$ cat src/rtl/stream_decoupler_pkg.sv
package stream_decoupler_pkg;

    // Occupancy class of the circular buffer
    typedef enum logic [1:0] {
        ST_EMPTY   = 2'd0,
        ST_PARTIAL = 2'd1,
        ST_FULL    = 2'd2
    } dcp_state_e;

endpackage

$ cat src/rtl/dcp_ptr.sv
// Circular slot pointer; wraps after DEPTH-1.
module dcp_ptr #(
    parameter int DEPTH = 2,
    localparam int PW = (DEPTH > 1) ? $clog2(DEPTH) : 1
) (
    input  logic          clk,
    input  logic          rst,
    input  logic          step,
    output logic [PW-1:0] ptr
);

    logic [PW-1:0] ptr_q;
    logic [PW-1:0] ptr_d;

    generate
        if ((1 << PW) == DEPTH) begin : g_pow2
            // natural wrap on power-of-two depth
            always_comb ptr_d = ptr_q + PW'(1);
        end else begin : g_wrap
            always_comb ptr_d = (ptr_q == PW'(DEPTH - 1)) ? '0 : ptr_q + PW'(1);
        end
    endgenerate

    always_ff @(posedge clk) begin
        if (rst) begin
            ptr_q <= '0;
        end else if (step) begin
            ptr_q <= ptr_d;
        end
    end

    assign ptr = ptr_q;

endmodule

$ cat src/rtl/dcp_store.sv
// Slot registers with registered-pointer read selection.
module dcp_store #(
    parameter int WIDTH = 16,
    parameter int DEPTH = 2,
    localparam int PW = (DEPTH > 1) ? $clog2(DEPTH) : 1
) (
    input  logic             clk,
    input  logic             rst,
    input  logic             wr_en,
    input  logic [PW-1:0]    wr_ptr,
    input  logic [WIDTH-1:0] wr_data,
    input  logic [PW-1:0]    rd_ptr,
    output logic [WIDTH-1:0] rd_data
);

    logic [DEPTH-1:0][WIDTH-1:0] slots;

    generate
        for (genvar i = 0; i < DEPTH; i++) begin : g_slot
            logic [WIDTH-1:0] slot_q;
            always_ff @(posedge clk) begin
                if (rst) begin
                    slot_q <= '0;
                end else if (wr_en && (wr_ptr == PW'(i))) begin
                    slot_q <= wr_data;
                end
            end
            assign slots[i] = slot_q;
        end
    endgenerate

    // selection depends only on the registered read pointer
    assign rd_data = slots[rd_ptr];

endmodule

$ cat src/rtl/dcp_ctrl.sv
// Occupancy controller: state register, next-state logic, state-decoded outputs.
module dcp_ctrl
    import stream_decoupler_pkg::*;
#(
    parameter int DEPTH = 2,
    localparam int CW = $clog2(DEPTH + 1)
) (
    input  logic clk,
    input  logic rst,
    input  logic in_valid,
    input  logic out_ready,
    output logic in_ready,
    output logic out_valid,
    output logic push,
    output logic pop
);

    localparam logic [CW-1:0] CNT_TOP  = CW'(DEPTH);
    localparam logic [CW-1:0] CNT_LAST = CW'(DEPTH - 1);
    localparam logic [CW-1:0] CNT_ONE  = CW'(1);

    dcp_state_e    state_q, state_d;
    logic [CW-1:0] cnt_q, cnt_d;

    // handshakes; both ready and valid here come from state only
    assign push = in_valid && in_ready;
    assign pop  = out_valid && out_ready;

    // occupancy update
    always_comb begin
        cnt_d = cnt_q;
        unique case ({push, pop})
            2'b10:   cnt_d = cnt_q + CNT_ONE;
            2'b01:   cnt_d = cnt_q - CNT_ONE;
            default: cnt_d = cnt_q;
        endcase
    end

    // next state: named transitions
    always_comb begin
        state_d = state_q;
        unique case (state_q)
            ST_EMPTY: begin
                if (push) begin
                    // fill_first
                    state_d = (cnt_d == CNT_TOP) ? ST_FULL : ST_PARTIAL;
                end
            end
            ST_PARTIAL: begin
                if (push && !pop && (cnt_q == CNT_LAST)) begin
                    // fill_last
                    state_d = ST_FULL;
                end else if (pop && !push && (cnt_q == CNT_ONE)) begin
                    // drain_last
                    state_d = ST_EMPTY;
                end
            end
            ST_FULL: begin
                if (pop && !push) begin
                    // drain_first
                    state_d = (cnt_d == '0) ? ST_EMPTY : ST_PARTIAL;
                end
            end
            default: state_d = ST_EMPTY;
        endcase
    end

    // state register
    always_ff @(posedge clk) begin
        if (rst) begin
            state_q <= ST_EMPTY;
            cnt_q   <= '0;
        end else begin
            state_q <= state_d;
            cnt_q   <= cnt_d;
        end
    end

    // outputs decoded from state only
    always_comb begin
        in_ready  = 1'b1;
        out_valid = 1'b0;
        unique case (state_q)
            ST_EMPTY: begin
                in_ready  = 1'b1;
                out_valid = 1'b0;
            end
            ST_PARTIAL: begin
                in_ready  = 1'b1;
                out_valid = 1'b1;
            end
            ST_FULL: begin
                in_ready  = 1'b0;
                out_valid = 1'b1;
            end
            default: begin
                in_ready  = 1'b0;
                out_valid = 1'b0;
            end
        endcase
    end

endmodule

$ cat src/rtl/stream_decoupler.sv
module stream_decoupler #(
    parameter int WIDTH = 16,
    parameter int DEPTH = 2
) (
    input  logic             clk,
    input  logic             rst,
    input  logic [WIDTH-1:0] in_data,
    input  logic             in_valid,
    output logic             in_ready,
    output logic [WIDTH-1:0] out_data,
    output logic             out_valid,
    input  logic             out_ready
);

    localparam int PW = (DEPTH > 1) ? $clog2(DEPTH) : 1;

    logic          push, pop;
    logic [PW-1:0] wr_ptr, rd_ptr;

    dcp_ctrl #(.DEPTH(DEPTH)) ctrl_i (
        .clk       (clk),
        .rst       (rst),
        .in_valid  (in_valid),
        .out_ready (out_ready),
        .in_ready  (in_ready),
        .out_valid (out_valid),
        .push      (push),
        .pop       (pop)
    );

    dcp_ptr #(.DEPTH(DEPTH)) wr_ptr_i (
        .clk  (clk),
        .rst  (rst),
        .step (push),
        .ptr  (wr_ptr)
    );

    dcp_ptr #(.DEPTH(DEPTH)) rd_ptr_i (
        .clk  (clk),
        .rst  (rst),
        .step (pop),
        .ptr  (rd_ptr)
    );

    dcp_store #(.WIDTH(WIDTH), .DEPTH(DEPTH)) store_i (
        .clk     (clk),
        .rst     (rst),
        .wr_en   (push),
        .wr_ptr  (wr_ptr),
        .wr_data (in_data),
        .rd_ptr  (rd_ptr),
        .rd_data (out_data)
    );

endmodule

$ cat config.mk
export PLATFORM = sky130hd
export DESIGN_NAME = stream_decoupler
export DESIGN_NICKNAME = d
export VERILOG_FILES = /design/src/rtl/stream_decoupler_pkg.sv /design/src/rtl/dcp_ptr.sv /design/src/rtl/dcp_store.sv /design/src/rtl/dcp_ctrl.sv /design/src/rtl/stream_decoupler.sv
export SDC_FILE = /design/constraint.sdc
export NUM_CORES = 1
export LEC_CHECK = 0
export ABC_AREA = 1
export ABC_CLOCK_PERIOD_IN_PS = 2670
export BUFFER_PORTS_ARGS = -buffer_cell sky130_fd_sc_hd__buf_4
export CORE_MARGIN = 5
export CORE_UTILIZATION = 54
export CTS_BUF_LIST = sky130_fd_sc_hd__clkbuf_4 sky130_fd_sc_hd__clkbuf_8 sky130_fd_sc_hd__clkbuf_16
export DETAILED_ROUTE_END_ITERATION = 8
export PLACE_DENSITY = 0.85
export SETUP_SLACK_MARGIN = 0.1
export SYNTH_ARGS = -nofsm -noshare
export SYNTH_HDL_FRONTEND = slang
export SYNTH_SLANG_ARGS = --single-unit
$ cat constraint.sdc
create_clock -name clk -period 2.67 [get_ports clk]
set_input_delay 0.1335 -clock clk [delete_from_list [all_inputs] [get_ports clk]]
set_output_delay 0.1335 -clock clk [all_outputs]
set_load 0.01 [all_outputs]
Word-level counts from Yosys, hierarchy flattened
Index checks and enable logic that the tools add are counted.
{ "word_totals": {"output_inout_bits": 18, "word_cells": 48, "reg_bits": 38, "input_bits": 20} }
{ "classes": {"addsub": 4, "muxes": 12, "eq_ne": 9, "n_bitwise": 1, "n_lt_le_gt_ge": 1, "n_reduce_logical": 15} }
{ "ops": {"columns": ["operator", "n"], "rows": [
  ["two-way mux 16 bit", 2],
  ["two-way mux 2 bit", 5],
  ["logical AND 1 bit", 8],
  ["== test 2 x 1 -> 1 bit (second input constant)", 3],
  ["== test 2 bit (second input constant)", 3],
  ["one-hot mux 2 bit (3 select lines)", 1],
  ["logical NOT 2 bit", 2],
  ["!= test 2 x 1 -> 1 bit (second input constant)", 2],
  ["one-hot mux 2 bit (2 select lines)", 1],
  ["OR reduction 2 bit", 2],
  ["two-way mux 1 bit", 3],
  ["!= test 3 x 1 -> 1 bit (second input constant)", 1],
  ["AND reduction 3 bit", 1],
  ["adder 1 bit (second input constant)", 2],
  ["adder 2 x 1 -> 2 bit (second input constant)", 1],
  ["logical NOT 1 bit", 2],
  ["less-than comparator 1 x 2 -> 1 bit (second input constant)", 1],
  ["subtractor 2 x 1 -> 2 bit (second input constant)", 1],
  ["NOT 1 bit", 1]
]} }

Logic depth before layout (Yosys ltp)
Gate-level depths: netlist (run 1).
{ "depth": {"depth_word": 10, "mapped_depth": 15, "mapped_depth_nobuf": 15} }

Hierarchy
Synthesis (run 1) repeated with hierarchy kept, for this count alone.
{ "unflattened": {"hier_cells": 297, "area_unflattened_um2": 1989.4} }
{ "modules_own_cells": {"columns": ["module", "cells_each", "n_inst", "area_per_inst_um2"], "rows": [
  ["dcp_store", 228, 1, 1529.0],
  ["dcp_ctrl", 57, 1, 382.9],
  ["dcp_ptr", 6, 2, 38.8]
]} }

Worst setup path before layout (run 1)
Ideal clock, no wire load.
{ "synth_path": {"kind": "flip-flop to flip-flop", "start": "reg ctrl_i.state_q[0]", "end": "reg ctrl_i.state_q[0]", "setup_ps": 144, "required_time_ps": 2526, "arrival_time_ps": 1937, "synth_period_minus_slack_ps": 2081, "path_buffers": 0, "setup_slack_ps": 589, "path_stages_with_launch": 14, "path_cell_list": "dfxtp_1 -> inv_1 -> ha_1 -> or2_4 -> nand2_8 -> inv_6 -> ha_1 -> nand2_1 -> a21boi_1 -> nand2_1 -> nand2_1 -> nand2_1 -> nand2_1 -> a21oi_1"} }
{ "synth_between": {"elab_chain_len": 10, "elab_cells_between_ends": 30, "cone_classes": "8 x eq/ne; 9 x mux; 13 x reduce/logical"} }
{ "synth_rtl": {"columns": ["item", "line", "source"], "rows": [
  ["start: declaration", "dcp_ctrl.sv:22", "dcp_state_e state_q, state_d;"],
  ["start signal: assignment", "dcp_ctrl.sv:74", "state_q <= state_d;"],
  ["== test 2 x 1 -> 1 bit / logical NOT 2 bit (equally long branches)", "dcp_ctrl.sv:83", "unique case (state_q)"],
  ["OR reduction 2 bit (no source line) (*)", null, null],
  ["two-way mux 1 bit (*)", "dcp_ctrl.sv:83", null],
  ["via in_ready", "stream_decoupler.sv:9", "output logic in_ready,"],
  ["logical AND 1 bit (*)", "dcp_ctrl.sv:26", "assign push = in_valid && in_ready;"],
  ["via ctrl_i.push", "dcp_ctrl.sv:14", "output logic push,"],
  ["== test 2 x 1 -> 1 bit / == test 2 bit (equally long branches)", "dcp_ctrl.sv:32", "unique case ({push, pop})"],
  ["one-hot mux 2 bit (2 select lines)", "dcp_ctrl.sv:32", null],
  ["== test 2 bit / logical NOT 2 bit (equally long branches)", "dcp_ctrl.sv:46, dcp_ctrl.sv:61", null],
  ["two-way mux 2 bit / two-way mux 1 bit (equally long branches)", "dcp_ctrl.sv:46, dcp_ctrl.sv:61", null],
  ["two-way mux 2 bit (on tied branches)", "dcp_ctrl.sv:44, dcp_ctrl.sv:59", null],
  ["one-hot mux 2 bit (3 select lines)", "dcp_ctrl.sv:42", "unique case (state_q)"]
]} }
Mark *: on every way through the listed nets, which the timed path passes. The rest lies on a longest branch. The select of a mux whose other input is x is not followed.
A chain may end at the register's enable or synchronous reset.

Worst setup path after layout (run 1)
{ "layout_path": {"start": "reg ctrl_i.state_q[0]", "end": "reg ctrl_i.state_q[0]"} }
{ "layout_between": {"elab_chain_len": 10, "elab_cells_between_ends": 30, "cone_classes": "8 x eq/ne; 9 x mux; 13 x reduce/logical"} }
{ "layout_rtl": {"columns": ["item", "line"], "rows": [
  ["== test 2 x 1 -> 1 bit / logical NOT 2 bit (equally long branches)", "dcp_ctrl.sv:83"],
  ["OR reduction 2 bit (no source line) (*)", null],
  ["two-way mux 1 bit (*)", "dcp_ctrl.sv:83"],
  ["logical AND 1 bit (*)", "dcp_ctrl.sv:26"],
  ["via ctrl_i.push", "dcp_ctrl.sv:14"],
  ["== test 2 x 1 -> 1 bit / == test 2 bit (equally long branches)", "dcp_ctrl.sv:32"],
  ["one-hot mux 2 bit (2 select lines)", "dcp_ctrl.sv:32"],
  ["== test 2 bit / logical NOT 2 bit (equally long branches)", "dcp_ctrl.sv:46, dcp_ctrl.sv:61"],
  ["two-way mux 2 bit / two-way mux 1 bit (equally long branches)", "dcp_ctrl.sv:46, dcp_ctrl.sv:61"],
  ["two-way mux 2 bit (on tied branches)", "dcp_ctrl.sv:44, dcp_ctrl.sv:59"],
  ["one-hot mux 2 bit (3 select lines)", "dcp_ctrl.sv:42"]
]} }
Marked as above.

==> metrics.md, run 1 <==
| Metric | Value |
|---|---|
| Status | `finished clean` |
| Pre-antenna DRT Iters | `4` |
| Synth top area cells | `dfxtp_1, nand2_1, a211oi_2, ha_1, a21oi_1` |
| Post-DRT Antenna Nets | `0` |
| Switching share of total power | `about two fifths` |
| CTS tree | `yes` |
| HPWL Detailed | `2.55 mm` |
| Cts bufs inserted | `5` |
| Sequential power share | `38.6%` |
| Cell-internal power | `between 1 and 1.5 mW` |
| Clock Skews | `approximately 9.3 ps` |
| Die H | `approximately 70 um` |
| Combinational Power Share | `a little under half` |
| Leading area contributor after synthesis | `dfxtp_1` |
| Count of input and output buffers | `37` |
| Clock Power Share | `between 10% and 20%` |
| Later-pin clock latency in the skew report | `around 330 ps` |
| Grt peak-use layer | `met2` |
| CTS max path bufs | `2` |
| HP Class | `primary input to register` |
| Maximum fanout along the worst path | `5` |
| Ant diodes | `0` |
| Unique cell type count in the Yosys netlist | `23` |
| Reg2reg setup slack | `between 400 and 500 ps` |
| Endpoints failing hold | `0` |
| VDD IR max | `0.482 mV` |
| P_leak | `0.934 nW` |
| P_sw | `approximately 0.77 mW` |
| Grt met1 use | `between 10% and 20%` |
| Initial antenna violation count | `0` |
| Total negative slack | `0 ps` |
| Xor/xnor cell area share of the yosys netlist | `less than 1%` |
| Yosys Warn Count | `0` |
| WL per Instance | `around 11 um` |
| # resized after CTS | `0` |
| Tmin final | `2240 ps` |
| Synth Register Bits | `38` |
| Sequential share of the synthesized area | `around 40%` |
| Met2 GRT Util | `26.7%` |
| Synth Area in Adders | `5.23%` |
| Via density | `4.91` |
| Via count | `~1600` |
| Reg2reg start | `ctrl_i.state_q[0]` |
| Relative slew margins | `57.7%` |
| Total design power | `~1.9 mW` |
| HP Start | `in_data[2]` |
| Syn Inst Count | `244` |
| Main combinational cell family by area after synthesis | `simple AND/OR/NAND/NOR gates` |
| Fmax | `roughly 450 MHz` |
| Hold EP | `store_i.g_slot[1].slot_q[2]` |
| Num ports | `38` |
| H-tree depth | `2` |
| Post-synthesis mux area share | `0%` |
| Reg-to-Reg End | `ctrl_i.state_q[0]` |
| Synth Area in Simple Gates | `24.0%` |
| R2R depth | `13` |
| Most frequent cell after synthesis | `nand2_1` |
| Worst setup SP type | `register` |
| # clock sinks | `38` |
| Post-synth EDFFs | `0` |
| PwrDens | `between 800 and 900 mW/mm^2` |
| Die area | `around 0.0048 sq mm` |
| RSZ-0062 raised after global routing | `no` |
| Die W | `about 70 um` |
| Initial Util | `roughly 57%` |
| Largest net degree at the start of global routing | `39` |
| Worst setup EP type | `register` |
| Hold Path Depth | `3` |
| GR Overflow Total | `0` |
| Synthesized net count | `between 200 and 300` |
| Synth Cell Area | `around 0.0019 sq mm` |
| Vias in the first global route | `between 1500 and 2000` |
| Syn_area_per_cell | `7.85 sq um` |
| Nets | `approximately 300` |
| Post-synth top area share | `39.7%` |
| Filler cells | `310` |
| Wire length reported by the detailed router | `around 3.6 mm` |
| Compound-cell area share of the yosys netlist | `between 10% and 20%` |
| Grt met3 use | `under 10%` |
| CORE AREA | `around 0.0034 sq mm` |
| Layout area overhead | `15.7%` |
| CP Data Required Time | `around 2900 ps` |
| GRT Total Usage | `around 16%` |
| Cell row count | `21` |
| Number of max-cap violations | `0` |
| Clock slew at reported path FFs | `110 ps` |
| Root buffer cell | `clkbuf_4` |
| Post-synth top cells | `nand2_1, dfxtp_1, inv_1, a21oi_1, nor2_1` |
| Ys async rst share | `0%` |
| Fin crit share | `between 80 and 90%` |
| DRT iter0 DRCs | `a little under 90` |
| Layout cells sized above 1 | `roughly a quarter` |
| Slew Limit Fails | `0` |
| Post-CTS setup buffer count | `0` |
| Final setup viols | `0` |
| Worst-margin pin slew | `634 ps` |
| Cts hold-fix bufs | `0` |
| GPL Wtd Cong | `approximately 0.76` |
| CP arrival | `2440 ps` |
| Kind of critical path | `register to register` |
| Number of remaining DRC errors | `0` |
| First-pass GRT wire length | `between 6 and 7 mm` |
| Prevailing post-synth register cell | `dfxtp_1` |
how the worst max path moves through the flow:
stage | startpoint | end | slack [ps] | cells past startpoint
2_1_floorplan | ctrl_i.state_q[0] | ctrl_i.state_q[0] | 590 | 13
5_1_grt | ctrl_i.state_q[0] | ctrl_i.state_q[0] | 220 | 13
4_1_cts | ctrl_i.state_q[0] | ctrl_i.state_q[0] | 410 | 13
3_3_place_gp | ctrl_i.state_q[0] | ctrl_i.state_q[0] | 530 | 13
3_5_place_dp | ctrl_i.state_q[0] | ctrl_i.state_q[0] | 430 | 13
6_report | ctrl_i.state_q[0] | ctrl_i.state_q[0] | 430 | 13
flip-flops by register name, summed over array words and instances (netlist names):
register and count:
store_i.g_slot.slot_q 32, ctrl_i.cnt_q 2, ctrl_i.state_q 2, rd_ptr_i.ptr 1
wr_ptr_i.ptr 1
stage by stage:
stage                     hold slack, ps  utilization, %  instances  setup slack [ps]  cell area [sq um]
final                               58.3            65.4        323               430               2220
after global routing                39.7            65.4        323               223               2220
after CTS                           42.8            65.4        323               413               2220
after detailed placement             410            63.5        315               433               2150
after global placement               406            63.5        315               525               2150
after floorplan                      281               -        244               589               1920
cells in the final DEF (no fill, tap or decap):
cell | netlist | layout
nand3_1 | 6 | 6
a21oi_1 | 19 | 19
o21ai_0 | 16 | 16
nand2_1 | 74 | 74
nor2_1 | 19 | 19
inv_6 | 2 | 2
ha_1 | 8 | 8
clkbuf_4 | 0 | 5
a211oi_1 | 3 | 3
buf_4 | 0 | 38
or2_4 | 1 | 1
clkinv_2 | 0 | 1
a21boi_1 | 1 | 1
nand2_8 | 2 | 2
clkbuf_8 | 1 | 1
nor2_2 | 2 | 2
inv_1 | 25 | 25
nor2_8 | 1 | 1
xor2_1 | 1 | 1
dfxtp_1 | 38 | 38
a211oi_2 | 13 | 13
clkinvlp_4 | 0 | 1
area by class of cell:
class	count	area, sq um	share of cell area [%]
clock buffer	6	51.3	2.32
timing repair buffer	38	285	12.9
tap	46	57.6	2.60
sequential	38	761	34.3
inverter	27	111	5.03
clock inverter	2	12.5	0.565
multi-input combinational	166	937	42.3
power by group through the flow:
stage / registers, mW / logic [mW] / clock network, mW
6_report: 0.747 / 0.884 / 0.306
5_1_grt: 0.762 / 1.00 / 0.335
4_1_cts: 0.745 / 0.897 / 0.318
3_5_place_dp: 0.759 / 0.894 / 0
3_3_place_gp: 0.753 / 0.880 / 0
2_1_floorplan: 0.724 / 0.713 / 0
logic make-up (layout without fill, tap and decap cells):
kind of cell / Yosys count / after routing
and+or+nand+nor: 105 / 105
AOI/OAI and AO/OA: 52 / 52
buffers and inverters: 40 / 73
DFF: 38 / 38
adders and majority gates: 8 / 8
xor gates and xnor gates: 1 / 1
worst max-delay path: stages (launching register included):
cell and delay [ps]:
dfxtp_1 400, inv_1 80, ha_1 240, or2_4 270
nand2_8 100, inv_6 50, ha_1 330, nand2_1 70
a21boi_1 270, nand2_1 90, nand2_1 70, nand2_1 50
nand2_1 50, a21oi_1 50
routing by layer:
layer | share of wire (%) | vias up | wire length [um]
met5 | 0 | - | 0
met2 | 47 | 33 | 1680
met4 | 0.80 | 0 | 29
li1 | - | 845 | -
met1 | 47 | 706 | 1700
met3 | 5.7 | 2 | 205
No activity file was read; power rests on OpenSTA's default activity.
==> run 2, diff against run 1 <==
--- a/config.mk
+++ b/config.mk
@@ -5,11 +5,11 @@
 export SDC_FILE = /design/constraint.sdc
 export NUM_CORES = 1
 export LEC_CHECK = 0
-export ABC_AREA = 1
-export ABC_CLOCK_PERIOD_IN_PS = 2670
+export ABC_AREA = 0
+export ABC_CLOCK_PERIOD_IN_PS = 2100
 export BUFFER_PORTS_ARGS = -buffer_cell sky130_fd_sc_hd__buf_4
 export CORE_MARGIN = 5
-export CORE_UTILIZATION = 54
+export CORE_UTILIZATION = 53
 export CTS_BUF_LIST = sky130_fd_sc_hd__clkbuf_4 sky130_fd_sc_hd__clkbuf_8 sky130_fd_sc_hd__clkbuf_16
 export DETAILED_ROUTE_END_ITERATION = 8
 export PLACE_DENSITY = 0.85
==> constraint.sdc (replaced) <==
create_clock -name clk -period 2.1 [get_ports clk]
set_input_delay 0.105 -clock clk [delete_from_list [all_inputs] [get_ports clk]]
set_output_delay 0.105 -clock clk [all_outputs]
set_load 0.01 [all_outputs]
==> run 2 against run 1 <==
Core utilization up 7.9 points. Die area is 7.3% lower. Worst setup slack lost 420 ps. Final cell count decreased by 7.7%. Clock skew hardly changed. Clock-buffer cell count decreased by 1. Global-route usage increased by 3.6 points. Routed wire length grew 17%. Final area grew 1.8%. Sequential share of layout area shrank 0.37 points.
==> metrics.md, run 2 <==
| Metric | Value |
|---|---|
| Hold Path Depth | `3` |
| Core Util, Final | `73.3%` |
| VDD IR max | `about 0.66 mV` |
| Syn Inst Count | `210` |
| R2R depth | `9` |
| Placement Setup Slack | `-99.8 ps` |
| Syn_area_per_cell | `8.19 sq um` |
| Layout cells sized above 1 | `a little under two fifths` |
| Synth Register Bits | `38` |
| Die H | `~67 um` |
| HP Start | `in_data[6]` |
| Maximum fanout along the worst path | `6` |
| PnR worst setup slack | `between 10 and 15 ps` |
| Post-DRT Antenna Nets | `0` |
| Layout area overhead | `31.1%` |
| GPL Wtd Cong | `roughly 0.84` |
| Total negative slack | `0 ps` |
| Later-pin clock latency in the skew report | `~330 ps` |
| Final setup viols | `0` |
| Max reg flops | `32` |
| Cts hold-fix bufs | `0` |
| Yosys Warn Count | `0` |
| Synth top area cells | `dfxtp_1, nand2_1, mux2_2, a21oi_1, ha_1` |
| Fin crit share | `between 90% and 100%` |
| GRT Total Usage | `approximately a fifth` |
| Reg2reg setup slack | `about 13 ps` |
| Pre-antenna DRT Iters | `4` |
| Post-route insts no fill | `298` |
| Die area | `0.00449 sq mm` |
| Cell row count | `20` |
| Kind of critical path | `register to register` |
| Worst-margin pin slew | `roughly 690 ps` |
| Area of the multi-input gates | `~1000 sq um` |
| P_leak | `approximately 0.93 nW` |
| Via count | `approximately 1600` |
| First-pass GRT wire length | `approximately 6.5 mm` |
| Num ports | `38` |
| Grt met1 use | `about a quarter` |
| Top flop regs | `store_i.g_slot.slot_q: 32 flops, ctrl_i.cnt_q: 2 flops, ctrl_i.state_q: 2 flops` |
| Unique cell type count in the Yosys netlist | `26` |
| Die W | `~67 um` |
| Grt peak-use layer | `met2` |
| H-tree depth | `2` |
| Post-synth top cells | `nand2_1, dfxtp_1, a21oi_1, mux2_2, ha_1` |
| CORE AREA | `~0.0031 sq mm` |
| Number of max-cap violations | `0` |
| Number of remaining DRC errors | `0` |
| Count of input and output buffers | `37` |
| Reg-to-Reg End | `ctrl_i.state_q[0]` |
| Biggest register | `store_i.g_slot.slot_q` |
| Hold EP | `store_i.g_slot[0].slot_q[6]` |
| Met2 GRT Util | `between 30 and 40%` |
| HP Class | `primary input to register` |
| Fmax | `around 480 MHz` |
| Via density | `between 5 and 6` |
| DRT iter0 DRCs | `just under 80` |
| Worst setup SP type | `register` |
| Clock Skews | `between 8 and 9 ps` |
| Post-Place Cells | `roughly 280` |
| Clock slew at reported path FFs | `roughly 110 ps` |
| Ant diodes | `0` |
| CP arrival | `2320 ps` |
| Grt met3 use | `under 10%` |
| HPWL Detailed | `2.75 mm` |
| Vias in the first global route | `roughly 1400` |
| Cts bufs inserted | `5` |
| Post-synth EDFFs | `0` |
| Nets | `282` |
| Synthesized net count | `approximately 240` |
| Register Area | `~770 sq um` |
| CTS tree | `yes` |
| GR Overflow Total | `0` |
| Synth Cell Area | `roughly 0.0017 sq mm` |
| Largest net degree at the start of global routing | `40` |
| Initial antenna violation count | `0` |
| Leading area contributor after synthesis | `dfxtp_1` |
| Prevailing post-synth register cell | `dfxtp_1` |
| RSZ-0062 raised after global routing | `yes` |
| Sequential share of the synthesized area | `between 40% and 50%` |
| Initial Util | `55.9%` |
| Slew Limit Fails | `0` |
| PwrDens | `~950 mW/mm^2` |
| Commonest non-fill, non-tap cell in the layout | `nand2_1` |
| # clock sinks | `38` |
| Ys async rst share | `0%` |
| Root buffer cell | `clkbuf_4` |
| Wire length reported by the detailed router | `approximately 4.2 mm` |
| Endpoints failing hold | `0` |
| Most frequent cell after synthesis | `nand2_1` |
| Most frequent cells in the layout | `nand2_1, buf_4, dfxtp_1` |
| Filler cells | `around 250` |
| Status | `finished clean` |
| Reg2reg start | `ctrl_i.state_q[0]` |
| Worst setup EP type | `register` |
| CP Data Required Time | `~2300 ps` |
| WL per Instance | `14.2 um` |
| Post-synth top area share | `between 40 and 50%` |
| Relative slew margins | `between 50% and 60%` |
| CTS max path bufs | `2` |
| Tmin final | `between 2000 and 2500 ps` |
[run 2: worst max-delay path by stage]
stage,startpoint,endpoint,slack [ps],cells after the start
3_5_place_dp,ctrl_i.state_q[0],ctrl_i.state_q[0],-100,9
5_1_grt,ctrl_i.state_q[0],ctrl_i.state_q[0],-70,9
2_1_floorplan,ctrl_i.state_q[0],ctrl_i.state_q[0],100,9
3_3_place_gp,ctrl_i.state_q[0],ctrl_i.state_q[0],40,9
6_report,ctrl_i.state_q[0],ctrl_i.state_q[0],10,9
4_1_cts,ctrl_i.state_q[0],ctrl_i.state_q[0],10,9
[run 2: cell families after synthesis]
family	synth area share, %
mux	11.7
fa+ha+maj	5.82
xor+xnor	0.509
buf+inv	4.22
flops	44.2
compound gates	12.9
simple gates	20.7
[run 2: report_power, final]
group	leakage (nW)	total [mW]	switching (mW)	internal, mW
registers	0.311	0.903	0.0812	0.821
logic	0.593	0.901	0.452	0.449
clock network	0.0308	0.343	0.222	0.121
total	0.935	2.15	0.755	1.39
[run 2: timing repair]
| action | 4_1_cts | 5_1_grt |
|---|---|---|
| endpoints found under the setup margin | 18 | 2 |
| setup buffers | 3 | 4 |
| pin swaps | 1 | 4 |
| gates resized for setup | 4 | 13 |
[run 2: metrics by stage]
stage | instance area [sq um] | power [mW] | hold slack, ps
after floorplan | 1760 | 1.41 | 241
after global placement | 2080 | 1.65 | 364
after detailed placement | 2080 | 1.68 | 371
after CTS | 2170 | 2.06 | 17.4
after global routing | 2250 | 2.28 | 13.9
final | 2250 | 2.15 | 21.3
[run 2: worst max-delay path: stages, from the launching register on]
cell,delay [ps]
dfxtp_4,400
inv_4,40
ha_4,180
o21ai_4,190
inv_2,90
ha_4,250
or2_2,310
o21ai_2,150
nor3_1,80
o41ai_2,300
[run 2: area by class of cell]
cell class,instances,area share (%)
Multi-Input combinational cell,154,44.0
Sequential cell,38,34.0
Timing Repair Buffer,49,16.3
Tap cell,44,2.44
Clock buffer,5,1.66
Inverter,6,1.22
Clock inverter,2,0.444
[run 2: layer usage]
metal | part of all wire (%) | routed length, um
met5 | 0 | 0
met4 | 0.80 | 34
met3 | 5.2 | 219
met2 | 50 | 2120
met1 | 44 | 1850
==> run 3, diff against run 2 <==
--- a/config.mk
+++ b/config.mk
@@ -12,7 +12,7 @@
 export CORE_UTILIZATION = 53
 export CTS_BUF_LIST = sky130_fd_sc_hd__clkbuf_4 sky130_fd_sc_hd__clkbuf_8 sky130_fd_sc_hd__clkbuf_16
 export DETAILED_ROUTE_END_ITERATION = 8
-export PLACE_DENSITY = 0.85
+export PLACE_DENSITY = 0.78
 export SETUP_SLACK_MARGIN = 0.1
 export SYNTH_ARGS = -nofsm -noshare
 export SYNTH_HDL_FRONTEND = slang
==> run 3 against run 2 <==
Core utilization fell by 0.81 points. Worst hold slack lost 7.3 ps. Sequential power shrank 3.1%. Final area decreased by 1.1%.
==> metrics.md, run 3 (same netlist as run 2, synthesis figures left out) <==
| Metric | Value |
|---|---|
| CORE AREA | `approximately 0.003 sq mm` |
| Count of input and output buffers | `37` |
| Number of remaining DRC errors | `0` |
| Maximum fanout along the worst path | `6` |
| Vias in the first global route | `about 1400` |
| Via density | `5.09` |
| Worst setup EP type | `register` |
| P_leak | `0.928 nW` |
| CTS tree | `yes` |
| Final setup viols | `0` |
| CTS max path bufs | `2` |
| Layout area overhead | `29.6%` |
| Later-pin clock latency in the skew report | `around 330 ps` |
| GPL Wtd Cong | `0.833` |
| Slew Limit Fails | `0` |
| Nets | `approximately 280` |
| Top flop regs | `store_i.g_slot.slot_q: 32 flops, ctrl_i.cnt_q: 2 flops, ctrl_i.state_q: 2 flops` |
| First-pass GRT wire length | `between 6 and 7 mm` |
| Placement Setup Slack | `-41.6 ps` |
| Worst setup SP type | `register` |
| Total design power | `approximately 2.2 mW` |
| Layout cells sized above 1 | `between 30 and 40%` |
| Commonest non-fill, non-tap cell in the layout | `nand2_1` |
| GRT Total Usage | `between 10% and 20%` |
| Cts bufs inserted | `5` |
| GR Overflow Total | `0` |
| Cell row count | `20` |
| Endpoints failing hold | `0` |
| # clock sinks | `38` |
| HP Class | `primary input to register` |
| Die W | `67.0 um` |
| Reg2reg setup slack | `between 20 and 25 ps` |
| Worst-margin pin slew | `slightly below 700 ps` |
| Relative slew margins | `a little under three fifths` |
| Total negative slack | `0 ps` |
| PwrDens | `about 1000 mW/mm^2` |
| Wire length reported by the detailed router | `a little under 4 mm` |
| DRT iter0 DRCs | `92` |
| Post-route insts no fill | `296` |
| Tmin final | `roughly 2100 ps` |
| Fmax | `482 MHz` |
| Largest net degree at the start of global routing | `40` |
| RSZ-0062 raised after global routing | `yes` |
| Fin crit share | `a little over nine tenths` |
| Post-DRT Antenna Nets | `0` |
| Status | `finished clean` |
| Biggest register | `store_i.g_slot.slot_q` |
| Initial Util | `55.9%` |
| Ant diodes | `0` |
| Pre-antenna DRT Iters | `4` |
| H-tree depth | `2` |
| HPWL Detailed | `around 2.7 mm` |
| CP Data Required Time | `2320 ps` |
| Initial antenna violation count | `0` |
| Die H | `roughly 67 um` |
| Root buffer cell | `clkbuf_4` |
| Via count | `1508` |
| Num ports | `38` |
| Clock Skews | `about 12 ps` |
| Number of max-cap violations | `0` |
| VDD IR max | `0.755 mV` |
| Core Util, Final | `72.4%` |
| WL per Instance | `~13 um` |
| Kind of critical path | `register to register` |
| CP arrival | `~2300 ps` |
| Most frequent cells in the layout | `nand2_1, buf_4, dfxtp_1` |
| PnR worst setup slack | `roughly 23 ps` |
| Post-Place Cells | `between 200 and 300` |
| Max reg flops | `32` |
| Clock slew at reported path FFs | `approximately 110 ps` |
| Die area | `around 0.0045 sq mm` |
-- run 3: worst paths after layout --
check	start	end	cells past startpoint
hold reg to reg	store_i.g_slot[0].slot_q[1]	store_i.g_slot[0].slot_q[1]	2
hold / removal	in_data[8]	store_i.g_slot[1].slot_q[8]	3
setup / recovery	ctrl_i.state_q[0]	ctrl_i.state_q[0]	9
setup reg to reg	ctrl_i.state_q[0]	ctrl_i.state_q[0]	9
-- run 3: repair_timing --
item / in CTS / in global routing
setup buffers: 2 / 0
hold buffers: 0 / 0
endpoints found under the setup margin: 18 / 2
gates cloned: 0 / 0
resized for setup: 7 / 2
-- run 3: stage by stage --
step | hold WS, ps | area (sq um)
floorplan | 241 | 1760
global placement | 363 | 2100
detailed placement | 371 | 2100
CTS | 11.5 | 2220
global route | 1.35 | 2230
finish | 14.0 | 2230
-- run 3: power breakdown --
part | switching [mW] | internal [mW] | leakage (nW) | total (mW)
registers | 0.0559 | 0.819 | 0.311 | 0.875
logic | 0.434 | 0.419 | 0.571 | 0.853
clock network | 0.226 | 0.279 | 0.0463 | 0.504
total | 0.715 | 1.52 | 0.928 | 2.23
-- run 3: metal layers --
metal	share of wire [%]	track usage (%)	vias up
li1	-	-	772
met1	44	22.7	699
met2	49	31.6	33
met3	5.5	4.89	4
met4	1.0	6.33	0
met5	0	0	-
-- run 3: worst max-delay path, stage by stage (launching register included) --
cell     delay (ps)
dfxtp_2         360
inv_2            50
ha_4            180
o21ai_4         180
inv_2            90
ha_4            240
or2_2           300
o21ai_2         140
nor3_1           80
o41ai_2         330
-- run 3: cell type report --
| cell class | count | area (sq um) |
|---|---|---|
| multi-input cells | 154 | 961 |
| clock buffers | 7 | 52.6 |
| flip-flops and latches | 38 | 763 |
| fillers | 270 | 848 |
| clock inverters | 1 | 30.0 |
| repair buffers | 46 | 345 |
| inverters | 6 | 22.5 |
| well taps | 44 | 55.1 |
